===== src/rtl/hsw_pkg.sv =====
package hsw_pkg;
  typedef enum logic [1:0] {
    ST_IDLE     = 2'd0,
    ST_ARMED    = 2'd1,
    ST_BUILDOUT = 2'd2,
    ST_NARROW   = 2'd3
  } hsw_state_e;
endpackage


===== src/rtl/hsw_trigger_detect.sv =====
// Watches the select input and grades each accepted sample against the
// jump and settle windows.
module hsw_trigger_detect #(
  parameter int ERR_W        = 16,
  parameter int JUMP_TICKS   = 40,
  parameter int SETTLE_TICKS = 20,
  parameter bit JUMP_DETECT  = 1'b1
) (
  input  logic                    clk,
  input  logic                    rst,
  input  logic                    ref_sel,
  input  logic signed [ERR_W-1:0] err,
  output logic                    sel_change,
  output logic                    big_jump,
  output logic                    in_window
);
  localparam int MAG_W = ERR_W + 1;
  localparam logic [MAG_W-1:0] JUMP_L   = MAG_W'(JUMP_TICKS);
  localparam logic [MAG_W-1:0] SETTLE_L = MAG_W'(SETTLE_TICKS);

  logic             sel_q;
  logic [MAG_W-1:0] ext;
  logic [MAG_W-1:0] mag;

  always_ff @(posedge clk) begin
    if (rst) sel_q <= 1'b0;
    else     sel_q <= ref_sel;
  end

  assign sel_change = ref_sel ^ sel_q;

  always_comb begin
    ext = {err[ERR_W-1], err};
    mag = err[ERR_W-1] ? (~ext + MAG_W'(1)) : ext;
  end

  assign in_window = (mag <= SETTLE_L);

  generate
    if (JUMP_DETECT) begin : g_jump
      assign big_jump = (mag > JUMP_L);
    end else begin : g_nojump
      assign big_jump = 1'b0;
    end
  endgenerate
endmodule


===== src/rtl/hsw_edge_picker.sv =====
// Turns a phase error in ticks into a whole number of oscillator periods,
// rounding half away from zero and clamping to the offset width.
module hsw_edge_picker #(
  parameter int ERR_W      = 16,
  parameter int VCSO_TICKS = 16,
  parameter int OFS_W      = 8
) (
  input  logic signed [ERR_W-1:0] err,
  output logic signed [OFS_W-1:0] ofs
);
  localparam int SUM_W = ERR_W + 2;
  localparam logic [SUM_W-1:0] HALF_L = SUM_W'(VCSO_TICKS / 2);
  localparam logic [SUM_W-1:0] DIV_L  = SUM_W'(VCSO_TICKS);
  localparam logic [SUM_W-1:0] MAXP_L = SUM_W'((2 ** (OFS_W - 1)) - 1);
  localparam logic [SUM_W-1:0] MAXN_L = SUM_W'(2 ** (OFS_W - 1));

  logic             neg;
  logic [SUM_W-1:0] ext;
  logic [SUM_W-1:0] mag;
  logic [SUM_W-1:0] quo;
  logic [OFS_W-1:0] q_lo;

  always_comb begin
    neg  = err[ERR_W-1];
    ext  = {{2{err[ERR_W-1]}}, err};
    mag  = neg ? (~ext + SUM_W'(1)) : ext;
    quo  = (mag + HALF_L) / DIV_L;
    q_lo = quo[OFS_W-1:0];
    if (neg) begin
      if (quo >= MAXN_L) ofs = {1'b1, {(OFS_W-1){1'b0}}};
      else               ofs = ~q_lo + OFS_W'(1);
    end else begin
      if (quo >= MAXP_L) ofs = {1'b0, {(OFS_W-1){1'b1}}};
      else               ofs = q_lo;
    end
  end
endmodule


===== src/rtl/hsw_fsm.sv =====
// Sequencer: arm on lock, trigger, capture, issue build-out, settle, re-arm.
module hsw_fsm
  import hsw_pkg::*;
#(
  parameter int ERR_W = 16,
  parameter int OFS_W = 8
) (
  input  logic                    clk,
  input  logic                    rst,
  input  logic                    lock,
  input  logic                    sel_change,
  input  logic                    fire,
  input  logic                    big_jump,
  input  logic                    in_window,
  input  logic signed [ERR_W-1:0] smp_err,
  input  logic signed [OFS_W-1:0] picked_ofs,
  output logic signed [ERR_W-1:0] held_err,
  output logic                    smp_ready,
  output logic                    narrow_bw,
  output logic                    hs_armed,
  output logic                    bo_load,
  output logic signed [OFS_W-1:0] bo_ofs
);
  hsw_state_e state;
  logic       have;

  always_ff @(posedge clk) begin
    if (rst) begin
      state    <= ST_IDLE;
      have     <= 1'b0;
      held_err <= '0;
      bo_load  <= 1'b0;
      bo_ofs   <= '0;
    end else begin
      bo_load <= 1'b0;
      if (!lock) begin
        state <= ST_IDLE;
        have  <= 1'b0;
      end else begin
        case (state)
          ST_IDLE: state <= ST_ARMED;
          ST_ARMED: begin
            if (sel_change) begin
              state <= ST_BUILDOUT;
              have  <= 1'b0;
            end else if (fire && big_jump) begin
              state    <= ST_BUILDOUT;
              have     <= 1'b1;
              held_err <= smp_err;
            end
          end
          ST_BUILDOUT: begin
            if (have) begin
              bo_load <= 1'b1;
              bo_ofs  <= picked_ofs;
              have    <= 1'b0;
              state   <= ST_NARROW;
            end else if (fire) begin
              held_err <= smp_err;
              have     <= 1'b1;
            end
          end
          ST_NARROW: begin
            if (fire && in_window) state <= ST_ARMED;
          end
          default: state <= ST_IDLE;
        endcase
      end
    end
  end

  assign smp_ready = !((state == ST_BUILDOUT) && have);
  assign narrow_bw = (state == ST_BUILDOUT) || (state == ST_NARROW);
  assign hs_armed  = (state == ST_ARMED);
endmodule


===== src/rtl/hitless_switch_ctrl.sv =====
module hitless_switch_ctrl #(
  parameter int ERR_W        = 16,
  parameter int OFS_W        = 8,
  parameter int VCSO_TICKS   = 16,
  parameter int JUMP_TICKS   = 40,
  parameter int SETTLE_TICKS = 20,
  parameter bit JUMP_DETECT  = 1'b1
) (
  input  logic                    clk,
  input  logic                    rst,
  input  logic                    lock,
  input  logic                    ref_sel,
  input  logic                    smp_valid,
  output logic                    smp_ready,
  input  logic signed [ERR_W-1:0] smp_err,
  output logic                    narrow_bw,
  output logic                    hs_armed,
  output logic                    bo_load,
  output logic signed [OFS_W-1:0] bo_ofs
);
  logic                    sel_change;
  logic                    big_jump;
  logic                    in_window;
  logic                    fire;
  logic signed [ERR_W-1:0] held_err;
  logic signed [OFS_W-1:0] picked_ofs;

  assign fire = smp_valid && smp_ready;

  hsw_trigger_detect #(
    .ERR_W(ERR_W), .JUMP_TICKS(JUMP_TICKS),
    .SETTLE_TICKS(SETTLE_TICKS), .JUMP_DETECT(JUMP_DETECT)
  ) u_detect (
    .clk(clk), .rst(rst), .ref_sel(ref_sel), .err(smp_err),
    .sel_change(sel_change), .big_jump(big_jump), .in_window(in_window)
  );

  hsw_edge_picker #(
    .ERR_W(ERR_W), .VCSO_TICKS(VCSO_TICKS), .OFS_W(OFS_W)
  ) u_pick (
    .err(held_err), .ofs(picked_ofs)
  );

  hsw_fsm #(.ERR_W(ERR_W), .OFS_W(OFS_W)) u_fsm (
    .clk(clk), .rst(rst), .lock(lock), .sel_change(sel_change),
    .fire(fire), .big_jump(big_jump), .in_window(in_window),
    .smp_err(smp_err), .picked_ofs(picked_ofs), .held_err(held_err),
    .smp_ready(smp_ready), .narrow_bw(narrow_bw), .hs_armed(hs_armed),
    .bo_load(bo_load), .bo_ofs(bo_ofs)
  );
endmodule


===== config.mk =====
export PLATFORM = sky130hd
export DESIGN_NAME = hitless_switch_ctrl
export DESIGN_NICKNAME = d
export VERILOG_FILES = /design/src/rtl/hsw_pkg.sv /design/src/rtl/hsw_trigger_detect.sv /design/src/rtl/hsw_edge_picker.sv /design/src/rtl/hsw_fsm.sv /design/src/rtl/hitless_switch_ctrl.sv
export SDC_FILE = /design/constraint.sdc
export NUM_CORES = 1
export LEC_CHECK = 0
export BUFFER_PORTS_ARGS = -buffer_cell sky130_fd_sc_hd__buf_4
export CAP_MARGIN = 20
export CORE_MARGIN = 10
export CORE_UTILIZATION = 55
export DETAILED_ROUTE_END_ITERATION = 12
export PLACE_DENSITY = 0.8
export SLEW_MARGIN = 20
export SYNTH_ARGS = -nofsm -noshare
export SYNTH_HDL_FRONTEND = slang
export SYNTH_SLANG_ARGS = --single-unit
export TNS_END_PERCENT = 5

===== constraint.sdc =====
create_clock -name clk -period 4.9 [get_ports clk]
set_clock_uncertainty 0.2 [all_clocks]
set_input_delay 0.98 -clock clk [delete_from_list [all_inputs] [get_ports clk]]
set_output_delay 0.98 -clock clk [all_outputs]
set_load 0.01 [all_outputs]

==> flow_summary.ini, run 1 <==
[clocking]
cts_sinks = 29
clkSlewWorstSetupHoldPaths_ps = 70
cts_tree = yes
root_buffer = clkbuf_8
post_cts_buffers = 0
clock_path_buffers = 2
holdBufCountCts = 0
numCtsBuffers = 5
clk-insertion-delay-late_ps = 290
ctsResizeCount = 0
cts_max_level = 2

[synthesis]
ys_top_cells_by_area = dfxtp_1, a21oi_1, o21ai_0
netlist_instances = 349
synth-edff-count = 0
synth_ff_type = dfxtp_1
synth_top_area_frac = 0.223
synth_area_um2 = 2610
synth_nets = 378
synthArstFlopShare = 0
synth-seq-cells = 29
synth_warnings = 0
seq_area_frac_synth = 0.223
synth_top_cell_by_area = dfxtp_1
syn_avg_cell_area_um2 = 7.47
synth_cell_types = 63

[power]
ir_drop_mv = 0.121
power_density_nw_per_um2 = 191
p_leak_nw = 1.09

[min_path]
hold-path-endpoint = u_fsm.bo_ofs[6]
whs_path_depth = 2
hold_path.startpoint = u_fsm.bo_ofs[6]
hold_path_class = register to register

[setup_path]
cp.required_ps = 4880
path_buf_inv = 0
worstReg2RegStart = u_fsm.held_err[15]
path_cells = nand2b_1 > o21ai_0 > ha_1 > or4b_2 > a21oi_1 > nor3_1 > xnor2_1 > nor4_1 > a221o_1 > o41a_1
rrSetupSlack_ps = 1000
cp_top_family = compound AO/OA/AOI/OAI gates
rr_endpoint = u_fsm.bo_ofs[4]
cp.arrival_ps = 3880
critPathCaptureType = register
crit_slowest_cell = dfxtp_1
max_stage_delay_ps = 790
critPathMaxFanout = 25
path_class = register to register
r2r_cells = 10
startpoint_type = register

[drt]
top_layer_used = met4
wirelength_mm = 6.46
vias = 2704
first_pass_iters = 5
vias_per_cell = 6.52
wl_per_cell_um = 15.6
drc = 0
drtIter0Drc = 134
wl_met2_mm = 3.08
met3_length_um = 318
ant_nets = 0
wl_met1_mm = 2.90

[sta]
tightestPinTransition_ps = 799
fmax_ghz = 0.256
hold_viol = 0
max_slew_margin = 0.462
finalCriticalPeriod_ps = 3900
grt_setup_unrepaired = no
setup_tns_ps = 0
slew_viol_final = 0
final-setup-viol-count = 0
period_share = 0.797

[die]
die_w_um = 88.8
fp.coreArea_um2 = 4470
dieArea_um2 = 7890
io_pins = 33
num_rows = 24
start_util = 0.582
fp.dieH_um = 88.8

[final_layout]
drive_gt1_frac = 0.187
nets = 391
syn_to_final_growth_pct = 10.8
n_antenna_cell = 0
final_cell_area_um2 = 2890
fillCellCount = 387
utilization = 0.645

[global_routing]
gr-total-overflow = 0
grt_antenna_before_repair = 0
grt_pass1_vias = 2479
grt_start_max_net_pins = 33
grt.total_usage = 0.171
grt_pass1_wl_mm = 11.2

[placed_design]
dp_hpwl_mm = 4.83
routabilityCongestion = 0.927
placed_cell_area_um2 = 2800
port_buffers = 32

[run]
maxCapViolations = 0

[run_status]
status = finished clean
==> worst max-delay path by stage <==
stage | start | endpoint | slack, ps | cells after the start
after CTS | u_fsm.held_err[15] | u_fsm.bo_ofs[4] | 1050 | 10
final | u_fsm.held_err[15] | u_fsm.bo_ofs[4] | 1000 | 10
after global placement | u_fsm.held_err[15] | u_fsm.bo_ofs[4] | 1100 | 10
after global routing | u_fsm.held_err[15] | u_fsm.bo_ofs[0] | 590 | 10
after detailed placement | u_fsm.held_err[15] | u_fsm.bo_ofs[4] | 1050 | 10
after floorplan | u_fsm.held_err[15] | u_fsm.bo_ofs[4] | 820 | 14
==> area by class of cell <==
type | count | area (um^2) | area share
clock buffer | 5 | 68.8 | 0.0238
clock inverter | 3 | 17.5 | 0.00607
inverter | 14 | 52.6 | 0.0182
multi-input combinational | 277 | 1840 | 0.637
sequential | 29 | 581 | 0.201
tap | 52 | 65.1 | 0.0225
timing repair buffer | 35 | 263 | 0.0910
==> stage by stage <==
| step | worst slack (ps) | instances | hold slack (ps) | power, mW |
|---|---|---|---|---|
| CTS | 1050 | 415 | 270 | 0.554 |
| floorplan | 822 | 349 | 267 | 0.328 |
| global route | 593 | 415 | 305 | 0.578 |
| global placement | 1100 | 407 | 247 | 0.358 |
| detailed placement | 1050 | 407 | 260 | 0.360 |
| finish | 996 | 415 | 265 | 0.551 |
==> Yosys cell counts (5+ instances only) <==
master / count
ha_1: 8
clkbuf_1: 22
o31ai_1: 10
a21oi_1: 30
nand3_1: 9
xor2_1: 6
or3_1: 13
nor4_1: 7
nand4_1: 7
inv_1: 14
dfxtp_1: 29
nor3_1: 11
xnor2_1: 13
or3b_2: 12
o21ai_0: 27
nand2_1: 15
or4_1: 5
nor2_1: 25
nor2b_1: 6
==> sequential cells by signal (all words and copies together), names as in the netlist <==
register and cells:
u_fsm.held_err 16, u_fsm.bo_ofs 8, u_fsm.state 2, u_detect.sel_q 1, u_fsm.bo_load 1, u_fsm.have 1
==> power by group <==
part	switching (mW)	internal (mW)
Sequential	0.00645	0.240
Clock	0.0970	0.0977
Combinational	0.0624	0.0477
==> layer usage <==
metal  up-vias  track usage
met5         -            0
met4         0       0.0793
met3        13       0.0349
met2        69        0.283
met1      1282        0.208
li1       1340            -
==> worst min-delay path, delay by kind of cell, from the launching register on <==
family / cells / cell delay, ps
AO/OA/AOI/OAI: 1 / 50
AND/OR/NAND/NOR: 1 / 50
flip-flops: 1 / 310
==> cell families (layout without fill, tap and decap cells) <==
| group | after synthesis | in the layout | share of synthesized area |
|---|---|---|---|
| buffers and inverters | 43 | 57 | 0.0715 |
| muxes | 2 | 2 | 0.00816 |
| AOI/OAI and AO/OA | 113 | 113 | 0.292 |
| and+or+nand+nor | 135 | 135 | 0.303 |
| DFF | 29 | 29 | 0.223 |
| adders and majority gates | 8 | 8 | 0.0384 |
| xor gates and xnor gates | 19 | 19 | 0.0639 |
==> cell usage in the layout (no fill, tap or decap), types with 12 or more instances in the layout <==
cell / synthesis / layout
dfxtp_1: 29 / 29
buf_4: 0 / 35
nor2_1: 25 / 25
o21ai_0: 27 / 27
or3b_2: 12 / 12
a21oi_1: 30 / 30
xnor2_1: 13 / 13
inv_1: 14 / 14
nand2_1: 15 / 15
or3_1: 13 / 13
No activity file was read; power rests on OpenSTA's default activity.
==> run 2, diff against run 1 <==
- clock period: 4.9 -> 3.91 ns (I/O delays scaled with it)
==> run 2 against run 1 <==
Compared with the run above:
- wire length decreased by 2.9%
- combinational power increased by 26%
- sequential power increased by 25%
- fmax rose by 13%
- critical path type unchanged
- critical path depth is 1 higher
- register-to-register slack worse by 550 ps
- largest power group unchanged
- critical endpoint is now u_fsm.bo_ofs[0]
- total power is 25% higher
- cell count increased by 1.7%
- global-route usage is 0.40 points lower
==> flow_summary.ini, run 2 (synthesis gave the netlist of run 1 again) <==
[sta]
hold_viol = 0
final-setup-viol-count = 0
setup_tns_ps = 0
max_slew_margin = 0.612
grt_setup_unrepaired = no
fmax_ghz = 0.289
finalCriticalPeriod_ps = 3460
tightestPinTransition_ps = 578
slew_viol_final = 0
period_share = 0.885

[drt]
vias = 2635
vias_per_cell = 6.24
drc = 0
drtIter0Drc = 119
wl_per_cell_um = 14.9
ant_nets = 0
first_pass_iters = 4
wirelength_mm = 6.27

[final_layout]
regMostFlops = u_fsm.held_err
nets = 398
final_common_cell = buf_4
largest_reg_flops = 16
top_regs = u_fsm.held_err (16), u_fsm.bo_ofs (8), u_fsm.state (2)
mostFrequentLayoutCells = buf_4, a21oi_1, dfxtp_1
layout.cells.non_filler = 422
n_antenna_cell = 0
syn_to_final_growth_pct = 12.8
drive_gt1_frac = 0.203

[run_status]
status = finished clean

[placed_design]
routabilityCongestion = 0.913
port_buffers = 32
place_inst = 414
dp_hpwl_mm = 4.79

[global_routing]
grt.met3_usage = 0.0313
grt_start_max_net_pins = 33
use_met1 = 0.212
grt_antenna_before_repair = 0
grt_pass1_vias = 2385
top_usage_layer = met2
grt_util_met2 = 0.259
grt_pass1_wl_mm = 10.9
gr-total-overflow = 0
grt.total_usage = 0.167

[setup_path]
path_class = register to register
cp.arrival_ps = 3430
startpoint_type = register
critPathMaxFanout = 5
rrSetupSlack_ps = 450
cp.required_ps = 3880
critPathCaptureType = register

[clocking]
clock_path_buffers = 2
post_cts_buffers = 0
cts_tree = yes
root_buffer = clkbuf_8
clkSlewWorstSetupHoldPaths_ps = 70
numCtsBuffers = 5
ctsResizeCount = 0
cts_max_level = 2
clk-insertion-delay-late_ps = 290
holdBufCountCts = 0
cts_sinks = 29

[die]
fp.dieH_um = 88.8
num_rows = 24
start_util = 0.582
dieArea_um2 = 7890
die_w_um = 88.8
fp.coreArea_um2 = 4470
io_pins = 33

[power]
ir_drop_mv = 0.111
total_power_mw = 0.687
power_density_nw_per_um2 = 234
p_leak_nw = 1.13

[run]
maxCapViolations = 0

[min_path]
hold_path_class = register to register
==> run 2: changes by cell type in the layout (fill, tap and decap cells not counted), sizes merged <==
cell  before  now
buf       35   42
==> run 2: stage by stage <==
step	worst slack [ps]	util	area [um^2]	hold slack, ps
CTS	465	0.657	2940	258
finish	450	0.657	2940	255
global route	181	0.657	2940	277
global placement	381	0.638	2850	247
floorplan	63.9	-	2610	267
detailed placement	347	0.638	2850	248
==> run 2: worst max-delay path, cell delays in order, from the launching register on <==
cell       delay [ps]
dfxtp_1           350
nor4_1            440
o21ai_0           120
o21ai_0           100
ha_1              200
or4b_2            580
a21oi_1           160
nor3_1             80
xnor2_1           160
nor4_1            360
a221oi_1          170
a2111oi_0         410
==> run 2: path summary, 6_finish.rpt <==
kind | start | endpoint | cells past startpoint
max | u_fsm.held_err[1] | u_fsm.bo_ofs[0] | 11
min | u_fsm.bo_ofs[7] | u_fsm.bo_ofs[7] | 2
max reg2reg | u_fsm.held_err[1] | u_fsm.bo_ofs[0] | 11
min reg2reg | u_fsm.bo_ofs[7] | u_fsm.bo_ofs[7] | 2
==> run 2: area by class of cell <==
cell class / instances / area, um^2
clock buffer: 5 / 68.8
timing repair buffer: 42 / 315
inverter: 14 / 52.6
tap: 52 / 65.1
fill: 416 / 1540
sequential: 29 / 581
multi-input combinational: 277 / 1840
clock inverter: 3 / 17.5
==> run 2: metal layers <==
metal | part of all wire | wire [um]
met1 | 0.47 | 2940
met2 | 0.46 | 2910
met5 | 0 | 0
met4 | 0.026 | 161
met3 | 0.042 | 265
==> run 2: power by group <==
part           internal (mW)  total (mW)  leakage, nW  switching (mW)
clock network          0.122       0.240       0.0439           0.117
registers              0.301       0.308        0.234         0.00722
logic                 0.0613       0.139        0.849          0.0781
total                  0.484       0.687         1.13           0.203
